==> src/rtl/sio_cfg_pkg.sv <==
package sio_cfg_pkg;
  localparam int BYTE_W   = 8;
  localparam int IO_W     = 16;
  localparam int IRQ_W    = 4;
  localparam int STRAP_W  = 5;
  localparam int NUM_UART = 2;
  localparam int NUM_REG  = 3;
  localparam int SEL_W    = $clog2(NUM_REG);

  typedef logic [BYTE_W-1:0] byte_t;
  typedef logic [IO_W-1:0]   io_t;
  typedef logic [IRQ_W-1:0]  irq_t;

  typedef struct packed {
    byte_t ena;
    byte_t map;
    byte_t pwr;
  } cfg_regs_t;

  localparam byte_t ID_CODE = 8'h88;

  function automatic byte_t dflt_ena(input logic [STRAP_W-1:0] s);
    byte_t v;
    if (s <= 5'd5)       v = 8'h4F;
    else if (s <= 5'd11) v = 8'h4B;
    else if (s <= 5'd15) v = 8'h0F;
    else if (s <= 5'd19) v = 8'h49;
    else if (s <= 5'd23) v = 8'h07;
    else if (s <= 5'd29) v = 8'h47;
    else if (s == 5'd30) v = 8'h08;
    else                 v = 8'h00;
    return v;
  endfunction

  function automatic byte_t dflt_map(input logic [STRAP_W-1:0] s);
    byte_t v;
    case (s)
      5'd0, 5'd12, 5'd20, 5'd24, 5'd30, 5'd31: v = 8'h10;
      5'd1, 5'd2, 5'd13, 5'd21, 5'd25, 5'd26:  v = 8'h11;
      5'd3, 5'd14, 5'd22, 5'd27:               v = 8'h39;
      5'd4, 5'd15, 5'd23, 5'd28:               v = 8'h24;
      5'd5, 5'd29:                             v = 8'h38;
      5'd7, 5'd8, 5'd17, 5'd18:                v = 8'h01;
      5'd9:                                    v = 8'h09;
      5'd10, 5'd11:                            v = 8'h08;
      default:                                 v = 8'h00;
    endcase
    return v;
  endfunction

  function automatic cfg_regs_t strap_defaults(input logic [STRAP_W-1:0] s);
    cfg_regs_t r;
    r.ena = dflt_ena(s);
    r.map = dflt_map(s);
    r.pwr = (s == 5'd31) ? 8'h02 : 8'h00;
    return r;
  endfunction
endpackage

==> src/rtl/sio_cfg_bus.sv <==
module sio_cfg_bus
  import sio_cfg_pkg::*;
(
  input  logic             clk,
  input  logic             rst,
  input  logic             io_wr,
  input  logic             io_rd,
  input  logic             io_port,
  input  byte_t            io_wdata,
  input  byte_t            reg_rvalue,
  output logic [SEL_W-1:0] reg_sel,
  output logic             reg_wr_en,
  output byte_t            io_rdata,
  output logic             io_rvalid
);
  byte_t sel_idx;
  logic  id_done;
  logic  sel_ok;

  assign sel_ok    = (sel_idx < BYTE_W'(NUM_REG));
  assign reg_sel   = sel_idx[SEL_W-1:0];
  assign reg_wr_en = io_wr && io_port && sel_ok;

  always_ff @(posedge clk) begin
    if (rst) begin
      sel_idx   <= '0;
      id_done   <= 1'b0;
      io_rdata  <= '0;
      io_rvalid <= 1'b0;
    end else begin
      io_rvalid <= 1'b0;
      if (io_wr) begin
        if (!io_port) begin
          sel_idx <= io_wdata;
          id_done <= 1'b1;
        end
      end else if (io_rd) begin
        io_rvalid <= 1'b1;
        if (!io_port) begin
          if (!id_done) begin
            io_rdata <= ID_CODE;
            id_done  <= 1'b1;
          end else begin
            io_rdata <= sel_idx;
          end
        end else begin
          io_rdata <= sel_ok ? reg_rvalue : '0;
        end
      end
    end
  end


  rd_returns_chk: assert property (@(posedge clk) disable iff (rst)
    (io_rd && !io_wr) |=> io_rvalid);

  no_spurious_rvalid_chk: assert property (@(posedge clk) disable iff (rst)
    !(io_rd && !io_wr) |=> !io_rvalid);

  id_ends_on_index_wr_chk: assert property (@(posedge clk) disable iff (rst)
    (io_wr && !io_port) |=> id_done);

  index_latched_chk: assert property (@(posedge clk) disable iff (rst)
    (io_wr && !io_port) |=> (sel_idx == $past(io_wdata)));
endmodule

==> src/rtl/sio_cfg_regfile.sv <==
module sio_cfg_regfile
  import sio_cfg_pkg::*;
(
  input  logic               clk,
  input  logic               rst,
  input  logic [STRAP_W-1:0] strap,
  input  logic               wr_en,
  input  logic [SEL_W-1:0]   wr_sel,
  input  byte_t              wdata,
  output cfg_regs_t          regs,
  output byte_t              rvalue,
  output logic               changed
);
  always_comb begin
    case (wr_sel)
      2'd0:    rvalue = regs.ena;
      2'd1:    rvalue = regs.map;
      default: rvalue = regs.pwr;
    endcase
  end

  always_ff @(posedge clk) begin
    if (rst) begin
      regs    <= strap_defaults(strap);
      changed <= 1'b0;
    end else begin
      changed <= wr_en && (rvalue != wdata);
      if (wr_en) begin
        case (wr_sel)
          2'd0:    regs.ena <= wdata;
          2'd1:    regs.map <= wdata;
          default: regs.pwr <= wdata;
        endcase
      end
    end
  end


  regs_hold_chk: assert property (@(posedge clk) disable iff (rst)
    !wr_en |=> $stable(regs));

  pulse_after_write_chk: assert property (@(posedge clk) disable iff (rst)
    changed |-> $past(wr_en));

  pulse_means_change_chk: assert property (@(posedge clk) disable iff (rst)
    changed |-> (regs != $past(regs)));
endmodule

==> src/rtl/sio_cfg_decode.sv <==
module sio_cfg_decode
  import sio_cfg_pkg::*;
(
  input  cfg_regs_t                  regs,
  output logic                       par_en,
  output io_t                        par_base,
  output irq_t                       par_irq,
  output logic [NUM_UART-1:0]        uart_en,
  output logic [NUM_UART*IO_W-1:0]   uart_base,
  output logic [NUM_UART*IRQ_W-1:0]  uart_irq,
  output logic                       fdc_en,
  output io_t                        fdc_base,
  output irq_t                       fdc_irq,
  output logic                       ide_en,
  output io_t                        ide_base,
  output io_t                        ide_alt_base,
  output irq_t                       ide_irq
);
  localparam io_t  IDE_ALT_OFS = 16'h0206;
  localparam irq_t FDC_IRQ_NUM = 4'd6;
  localparam irq_t IDE_IRQ_NUM = 4'd14;

  always_comb begin
    par_en = regs.ena[0];
    case (regs.map[1:0])
      2'd0: begin par_base = 16'h0378; par_irq = regs.pwr[3] ? 4'd7 : 4'd5; end
      2'd1: begin par_base = 16'h03BC; par_irq = 4'd7; end
      2'd2: begin par_base = 16'h0278; par_irq = 4'd5; end
      default: begin par_base = 16'h0000; par_irq = 4'd0; end
    endcase
  end

  for (genvar n = 0; n < NUM_UART; n++) begin : g_uart
    logic [1:0] fld;
    io_t        base;
    assign fld = regs.map[2*n+3 -: 2];
    always_comb begin
      case (fld)
        2'd0: base = 16'h03F8;
        2'd1: base = 16'h02F8;
        2'd2: begin
          case (regs.map[7:6])
            2'd0: base = 16'h03E8;
            2'd1: base = 16'h0338;
            2'd2: base = 16'h02E8;
            default: base = 16'h0220;
          endcase
        end
        default: begin
          case (regs.map[7:6])
            2'd0: base = 16'h02E8;
            2'd1: base = 16'h0238;
            2'd2: base = 16'h02E0;
            default: base = 16'h0228;
          endcase
        end
      endcase
    end
    assign uart_en[n]               = regs.ena[n+1];
    assign uart_base[n*IO_W +: IO_W] = base;
    assign uart_irq[n*IRQ_W +: IRQ_W] = fld[0] ? 4'd3 : 4'd4;
  end

  assign fdc_en       = regs.ena[3];
  assign fdc_base     = regs.ena[5] ? 16'h0370 : 16'h03F0;
  assign fdc_irq      = FDC_IRQ_NUM;
  assign ide_en       = regs.ena[6];
  assign ide_base     = regs.ena[7] ? 16'h0170 : 16'h01F0;
  assign ide_alt_base = ide_base + IDE_ALT_OFS;
  assign ide_irq      = IDE_IRQ_NUM;
endmodule

==> src/rtl/sio_cfg_port.sv <==
module sio_cfg_port
  import sio_cfg_pkg::*;
(
  input  logic        clk,
  input  logic        rst,
  input  logic [4:0]  strap_cfg,
  input  logic        io_wr,
  input  logic        io_rd,
  input  logic        io_port,
  input  logic [7:0]  io_wdata,
  output logic [7:0]  io_rdata,
  output logic        io_rvalid,
  output logic        cfg_changed,
  output logic        par_en,
  output logic [15:0] par_base,
  output logic [3:0]  par_irq,
  output logic [1:0]  uart_en,
  output logic [31:0] uart_base,
  output logic [7:0]  uart_irq,
  output logic        fdc_en,
  output logic [15:0] fdc_base,
  output logic [3:0]  fdc_irq,
  output logic        ide_en,
  output logic [15:0] ide_base,
  output logic [15:0] ide_alt_base,
  output logic [3:0]  ide_irq
);
  cfg_regs_t        regs;
  byte_t            rvalue;
  logic [SEL_W-1:0] reg_sel;
  logic             reg_wr_en;

  sio_cfg_bus u_bus (
    .clk(clk), .rst(rst), .io_wr(io_wr), .io_rd(io_rd), .io_port(io_port),
    .io_wdata(io_wdata), .reg_rvalue(rvalue), .reg_sel(reg_sel),
    .reg_wr_en(reg_wr_en), .io_rdata(io_rdata), .io_rvalid(io_rvalid)
  );

  sio_cfg_regfile u_regs (
    .clk(clk), .rst(rst), .strap(strap_cfg), .wr_en(reg_wr_en),
    .wr_sel(reg_sel), .wdata(io_wdata), .regs(regs), .rvalue(rvalue),
    .changed(cfg_changed)
  );

  sio_cfg_decode u_dec (
    .regs(regs), .par_en(par_en), .par_base(par_base), .par_irq(par_irq),
    .uart_en(uart_en), .uart_base(uart_base), .uart_irq(uart_irq),
    .fdc_en(fdc_en), .fdc_base(fdc_base), .fdc_irq(fdc_irq),
    .ide_en(ide_en), .ide_base(ide_base), .ide_alt_base(ide_alt_base),
    .ide_irq(ide_irq)
  );


  uart0_en_only_by_write_chk: assert property (@(posedge clk) disable iff (rst)
    $rose(uart_en[0]) |-> $past(io_wr && io_port));

  decode_stable_chk: assert property (@(posedge clk) disable iff (rst)
    !$past(io_wr) |-> ($stable(par_base) && $stable(uart_base) && $stable(ide_base)));
endmodule

==> config.mk <==
export PLATFORM = sky130hd
export DESIGN_NAME = sio_cfg_port
export DESIGN_NICKNAME = d
export VERILOG_FILES = /design/src/rtl/sio_cfg_pkg.sv /design/src/rtl/sio_cfg_bus.sv /design/src/rtl/sio_cfg_regfile.sv /design/src/rtl/sio_cfg_decode.sv /design/src/rtl/sio_cfg_port.sv
export SDC_FILE = /design/constraint.sdc
export NUM_CORES = 1
export LEC_CHECK = 0
export BUFFER_PORTS_ARGS = -buffer_cell sky130_fd_sc_hd__buf_2
export CORE_MARGIN = 4
export CORE_UTILIZATION = 40
export DETAILED_ROUTE_END_ITERATION = 8
export PLACE_DENSITY = 0.68
export SYNTH_ARGS = -nofsm -noshare
export SYNTH_HDL_FRONTEND = slang
export SYNTH_SLANG_ARGS = --single-unit
==> constraint.sdc <==
create_clock -name clk -period 2.5 [get_ports clk]
set_clock_uncertainty 0.1 [all_clocks]
set_input_delay 0.375 -clock clk [delete_from_list [all_inputs] [get_ports clk]]
set_output_delay 0.375 -clock clk [all_outputs]
set_load 0.01 [all_outputs]
==> results.txt, run 1 <==
Status = completed
Final slew viol count = 0
Reg clk slew, reported paths = 0.08 ns
Crit Path Max Fanout = 11
Antenna viol nets, final = 0
Starting Density = 41.84%
Drt drc = 0
Synth async-reset ratio = 0%
Number of buffers created by CTS = 5
Die X = 98.60 um
Yosys top cell area share = 23.32%
Cells resized by post-CTS repair = 0
CTS Sinks = 43
Power density over the cells = 504.5 mW/mm2
CP most frequent cell = buf_4
Worst setup SP type = register
DRT Pass-1 Iters = 4
Max Clk Rate = 0.5040 GHz
Worst setup EP type = register
R2R setup slack = 0.52 ns
Pin count of the biggest net entering global routing = 28
TNS Setup = 0 ns
Worst VDD drop = 0.2013 mV
Internal = 0.001139 W
Dpl hpwl = 5.651 mm
Layout cells sized above 1 = 19.23%
HP Class = in2reg
Post-cts hold buffer count = 0
Synth area leaders = buf_4 23%, edfxtp_1 22%, dfxtp_1 12%
Flop pwr share = 50.4%
Hold WS = 0.2802 ns
GRT overflow = 0
CP max stage cell = dfxtp_1
Switching pwr = 0.0005283 W
Per-cell routed wire length = 13.57 um
Number of library cell types mapped by synthesis = 46
TritonCTS clock tree = yes
MaxCap Viol Count = 0
Number of global-route vias before repair = 2,096
NumNets Final = 439
Clock root buffer = clkbuf_8
Post-synthesis sequential area ratio = 33.54%
Initial DRC count = 152
Switching fraction of total power = 31.69%
Total track usage = 13.83%
Worst slew margin = 65.79%
Ys Warns = 0
Core area = 0.007848 mm2
Area grow syn2layout = 0.6479%
Yosys reg bits = 43
Fin crit period = 1.984 ns
Fill cells = 814
Post-Syn Area per Cell = 8.778 um2
Crit-path max cell delay = 0.44 ns
Crit path DAT = 1.89 ns
Required time worst endpoint = 2.41 ns
Most area-hungry cell type in the Yosys netlist = buf_4
Placer Congestion = 0.8188
Ys flop type = edfxtp_1
Clock power share = 25.0%
IO Pins = 149
Critical Setup Path Class = reg2reg
RSZ-0062 raised after global routing = no
Max Buffers Root-to-Sink = 2
Post-Syn Area = 0.003283 mm2
Setup Viol. Count Final = 0
PortBufs = 62
Worst Tran Pin Value = 0.5121 ns
Post-Synthesis Cells = 374
Later-pin clock latency in the skew report = 0.30 ns
CTS H-tree depth = 2
Die area = 0.009721 mm2
Final wirelength = 7.028 mm
Gate power share = 24.5%
Leakage power = 1.555 nW
Cells along the critical path = buf_4, nand2_1, and3_1, nand3_1, o21ai_1, buf_4
Die height = 98.60 um
Row count = 32
Final Cycle Share = 79.37%
Final hold violations = 0
First-pass GRT wire length = 10.97 mm
Post-synth EDFFs = 24
DR vias = 2,412
Via-per-instance ratio = 4.656
Postcts setup bufs = 0
Initial antenna violation count = 0
# diodes = 0
stage by stage:
step	std cells	cell area (um2)	setup slack, ns	utilization (%)	power, W
final	518	3304	0.5157	42.11	0.001667
after global routing	518	3304	0.3572	42.11	0.001761
after CTS	518	3304	0.5252	42.11	0.001673
after detailed placement	510	3223	0.4240	41.07	0.001263
after global placement	510	3223	0.4827	41.07	0.001256
after floorplan	458	3598	0.5786	-	0.001252
layer usage:
layer  track usage, %  part of all wire (%)
met1            18.27                    42
met2            23.71                    50
met3            2.123                   7.5
met4            3.466                   1.0
met5                0                     0
sequential cells by signal, summed over array words and instances, names as in the netlist:
name,cells
u_bus.id_done,1
u_bus.io_rdata,8
u_bus.io_rvalid,1
u_bus.sel_idx,8
u_regs.changed,1
u_regs.regs,24
critical path: cells and delay by family, from the launching register on:
| family | cells | cell delay, ns |
|---|---|---|
| AND/OR/NAND/NOR | 3 | 0.59 |
| flip-flops | 1 | 0.44 |
| buffers and inverters | 2 | 0.41 |
| AO/OA/AOI/OAI | 1 | 0.15 |
synth_stat cells (2+ instances only):
master	instances
o21ai_1	7
a31o_1	4
dfxtp_1	19
o21ai_0	16
o21bai_1	2
nand2_1	18
edfxtp_1	24
nor3_1	4
buf_4	102
nor2b_1	20
nand3_1	7
nor4_1	4
a21o_1	2
nand2b_1	4
mux2i_1	12
conb_1	2
inv_1	11
a21oi_1	14
ha_1	6
clkbuf_1	6
inv_2	3
and3_1	3
o211a_1	8
buf_2	7
a211oi_1	9
a221oi_1	6
nor2_1	30
a31oi_1	4
xor2_1	3
final cells by class:
class | instances | area, um2 | area share, %
clock buffers | 7 | 76.32 | 2.310
clock inverters | 1 | 5.005 | 0.1515
inverters | 14 | 52.55 | 1.590
multi-input cells | 283 | 1587 | 48.01
flip-flops and latches | 43 | 1101 | 33.32
well taps | 102 | 127.6 | 3.862
repair buffers | 68 | 355.3 | 10.75
worst paths after layout:
path	depth (start not counted)	from	end
min reg2reg	2	u_bus.id_done$_SDFFE_PP0P_	u_bus.id_done$_SDFFE_PP0P_
max reg2reg	6	u_bus.sel_idx[0]$_SDFFE_PP0P_	u_regs.regs[19]$_DFFE_PP_
max	6	u_bus.sel_idx[0]$_SDFFE_PP0P_	u_regs.regs[19]$_DFFE_PP_
min	3	io_wdata[7]	u_bus.sel_idx[7]$_SDFFE_PP0P_
power by group through the flow:
stage / Sequential (W) / Clock [W] / Combinational (W)
2_1_floorplan: 0.000849 / 0 / 0.000403
3_3_place_gp: 0.000856 / 0 / 0.000400
3_5_place_dp: 0.000857 / 0 / 0.000406
4_1_cts: 0.000841 / 0.000425 / 0.000407
5_1_grt: 0.000848 / 0.000459 / 0.000453
6_report: 0.000841 / 0.000418 / 0.000409
layout by cell type, fill, tap and decap left out, types with 5 or more instances in the layout:
cell type  netlist  final
nand2_1         18     18
o21ai_0         16     16
edfxtp_1        24     24
o211a_1          8      8
buf_2            7     62
nor2_1          30     30
o21ai_1          7      7
buf_4          102      6
conb_1           2     86
a211oi_1         9      9
ha_1             6      6
a221oi_1         6      6
clkbuf_8         0      5
inv_1           11     11
nor2b_1         20     20
a21oi_1         14     14
mux2i_1         12     12
dfxtp_1         19     19
nand3_1          7      7
cells by family after synthesis:
group | after synthesis | share of synthesized area, %
mux | 15 | 5.107
flops | 43 | 33.54
compound gates | 75 | 15.21
simple gates | 97 | 14.82
fa+ha+maj | 6 | 2.287
xor+xnor | 4 | 1.067
buf+inv | 132 | 27.74
other cells | 2 | 0.2287
(Power assumes the default switching activity.)
==> run 2, diff against run 1 <==
--- a/config.mk
+++ b/config.mk
@@ -5,11 +5,12 @@
 export SDC_FILE = /design/constraint.sdc
 export NUM_CORES = 1
 export LEC_CHECK = 0
+export ABC_AREA = 1
 export BUFFER_PORTS_ARGS = -buffer_cell sky130_fd_sc_hd__buf_2
 export CORE_MARGIN = 4
 export CORE_UTILIZATION = 40
 export DETAILED_ROUTE_END_ITERATION = 8
-export PLACE_DENSITY = 0.68
+export PLACE_DENSITY = 0.71
 export SYNTH_ARGS = -nofsm -noshare
 export SYNTH_HDL_FRONTEND = slang
 export SYNTH_SLANG_ARGS = --single-unit
==> constraint.sdc (replaced) <==
create_clock -name clk -period 1.8 [get_ports clk]
set_clock_uncertainty 0.1 [all_clocks]
set_input_delay 0.27 -clock clk [delete_from_list [all_inputs] [get_ports clk]]
set_output_delay 0.27 -clock clk [all_outputs]
set_load 0.01 [all_outputs]
==> run 2 against run 1 <==
Against the previous run: hold slack worse by 0.15 ns; die area fell by 1.2%; first-iteration DRC count fell by 18%; largest cell class unchanged; via count up 14%.
==> results.txt, run 2 <==
Status = completed
Antenna viol nets, final = 0
Top-count cell post-synth = buf_4
IO Pins = 149
Yosys top cell area share = 23.64%
Crit-path max cell delay = 0.51 ns
# diodes = 0
Worst VDD drop = 0.3148 mV
Critical Setup Path Class = reg2out
Worst setup EP type = output port
Crit path DAT = 1.33 ns
Total track usage = 15.30%
Core area = 0.007807 mm2
GRT overflow = 0
Post-synthesis sequential area ratio = 33.99%
Max Buffers Root-to-Sink = 2
Most common cell after layout, fill and taps aside = nand2_1
Ys Warns = 0
DRT Pass-1 Iters = 5
NumNets Final = 522
Multi-input gate area = 0.001451 mm2
Drt drc = 0
CTS Sinks = 43
Fin crit period = 1.696 ns
Synth async-reset ratio = 0%
Yosys reg bits = 43
TNS Setup = 0 ns
Number of library cell types mapped by synthesis = 29
Crit Path Max Fanout = 6
TritonCTS clock tree = yes
Leakage power = 1.791 nW
PortBufs = 62
Biggest regs = u_regs.regs: 24 flops, u_bus.io_rdata: 8 flops, u_bus.sel_idx: 8 flops
Cells along the critical path = a211oi_1, o21ai_0, buf_2
Row count = 32
Area grow syn2layout = 5.060%
MaxCap Viol Count = 0
Layout cells sized above 1 = 18.44%
Max Clk Rate = 0.5896 GHz
Largest register FFs = 24
Number of global-route vias before repair = 2,504
Ys flop type = edfxtp_1
Initial DRC count = 124
Final wirelength = 7.743 mm
DR vias = 2,755
Later-pin clock latency in the skew report = 0.30 ns
Placer Congestion = 0.8634
Via-per-instance ratio = 4.584
Worst setup SP type = register
CP max stage cell = edfxtp_1
Final slew viol count = 0
Die X = 97.99 um
Pwr Total = 0.002403 W
Post-Synthesis Cells = 437
Fill cells = 821
CTS H-tree depth = 2
Number of buffers created by CTS = 5
Post-cts hold buffer count = 0
Most area-hungry cell type in the Yosys netlist = buf_4
HP Class = in2reg
Required time worst endpoint = 1.43 ns
Per-cell routed wire length = 12.88 um
Most frequent cells in the layout = 94 x nand2_1, 86 x conb_1, 62 x buf_2
RSZ-0062 raised after global routing = no
Final hold violations = 0
Starting Density = 41.49%
Placed cell area = 0.003306 mm2
First-pass GRT wire length = 11.97 mm
Clock root buffer = clkbuf_8
Die height = 97.99 um
Post-Syn Area = 0.003239 mm2
Setup Viol. Count Final = 0
Power density over the cells = 706.0 mW/mm2
Synth area leaders = buf_4 24%, edfxtp_1 22%, dfxtp_1 12%
Most flop-heavy register = u_regs.regs
Reg clk slew, reported paths = 0.08 ns
Die area = 0.009602 mm2
Initial antenna violation count = 0
Post-synth top cells = 102 x buf_4, 94 x nand2_1, 51 x inv_1
Finished layout cell area = 0.003403 mm2
Post-synth EDFFs = 24
Pin count of the biggest net entering global routing = 26
Reg area = 0.001102 mm2
Dpl hpwl = 6.218 mm
Final Cycle Share = 94.22%
Post-Syn Area per Cell = 7.413 um2
-- run 2: cell count changes in the layout (fill, tap and decap cells not counted), sizes merged, moves of 6 or more --
cell	delta
o211a	-8
inv	+38
a221oi	-6
a211oi	-7
nor2b	-20
a21oi	+13
buf	+12
nand4	+16
mux2i	-13
o21ai	+10
nor2	-7
nand2	+76
-- run 2: cells by family (layout without fill, tap and decap cells) --
kind of cell / after synthesis / count (layout) / share of synthesized area [%]
other cells: 2 / 86 / 0.2318
simple gates: 147 / 147 / 19.58
compound gates: 77 / 77 / 12.94
fa+ha+maj: 6 / 6 / 2.317
buf+inv: 162 / 140 / 30.94
flops: 43 / 43 / 33.99
-- run 2: area by class of cell --
type                       count  area share (%)
clock inverter                 1          0.1471
tap                          102           3.750
clock buffer                   7           2.243
inverter                      52           5.735
timing repair buffer          80           13.09
sequential                    43           32.39
multi-input combinational    316           42.65
-- run 2: routing by layer --
layer,wire length (um),track usage [%],share of wire (%)
met5,0,0,0
met4,182,5.538,2.4
met3,588,3.214,7.6
met2,3780,26.39,49
met1,3191,18.80,41
-- run 2: stage by stage --
| stage | cells | util, % | setup WS [ns] | hold WS (ns) |
|---|---|---|---|---|
| 5_1_grt | 601 | 43.59 | 0.001868 | 0.1634 |
| 3_5_place_dp | 591 | 42.34 | 0.01219 | 0.4304 |
| 2_1_floorplan | 521 | - | 0.02108 | 0.3182 |
| 6_report | 601 | 43.59 | 0.1040 | 0.1264 |
| 3_3_place_gp | 591 | 42.34 | 0.09496 | 0.4303 |
| 4_1_cts | 599 | 43.38 | 0.09176 | 0.1261 |
-- run 2: repair_timing --
action,CTS,global route
gates resized for setup,0,1
endpoints found under the setup margin,0,2
buffers inserted,0,2
-- run 2: report_power, final --
| group | internal [W] | switching, W |
|---|---|---|
| Sequential | 0.00111 | 0.0000463 |
| Combinational | 0.000205 | 0.000434 |
| Clock | 0.000273 | 0.000331 |
-- run 2: final timing paths --
check                            startpoint                              to  slack (ns)  depth (start not counted)
max               u_regs.regs[12]$_DFFE_PP_                   uart_base[19]        0.10                          3
min                                   io_rd      u_bus.id_done$_SDFFE_PP0P_        0.13                          3
max reg2reg   u_bus.sel_idx[4]$_SDFFE_PP0P_        u_regs.regs[8]$_DFFE_PP_        0.12                          7
min reg2reg  u_bus.io_rdata[5]$_SDFFE_PP0P_  u_bus.io_rdata[5]$_SDFFE_PP0P_        0.44                          2
-- run 2: critical path: cells and delay by family (launching register included) --
kind,cells,cell delay [ns]
AO/OA/AOI/OAI,2,0.38
flip-flops,1,0.51
buffers and inverters,1,0.15
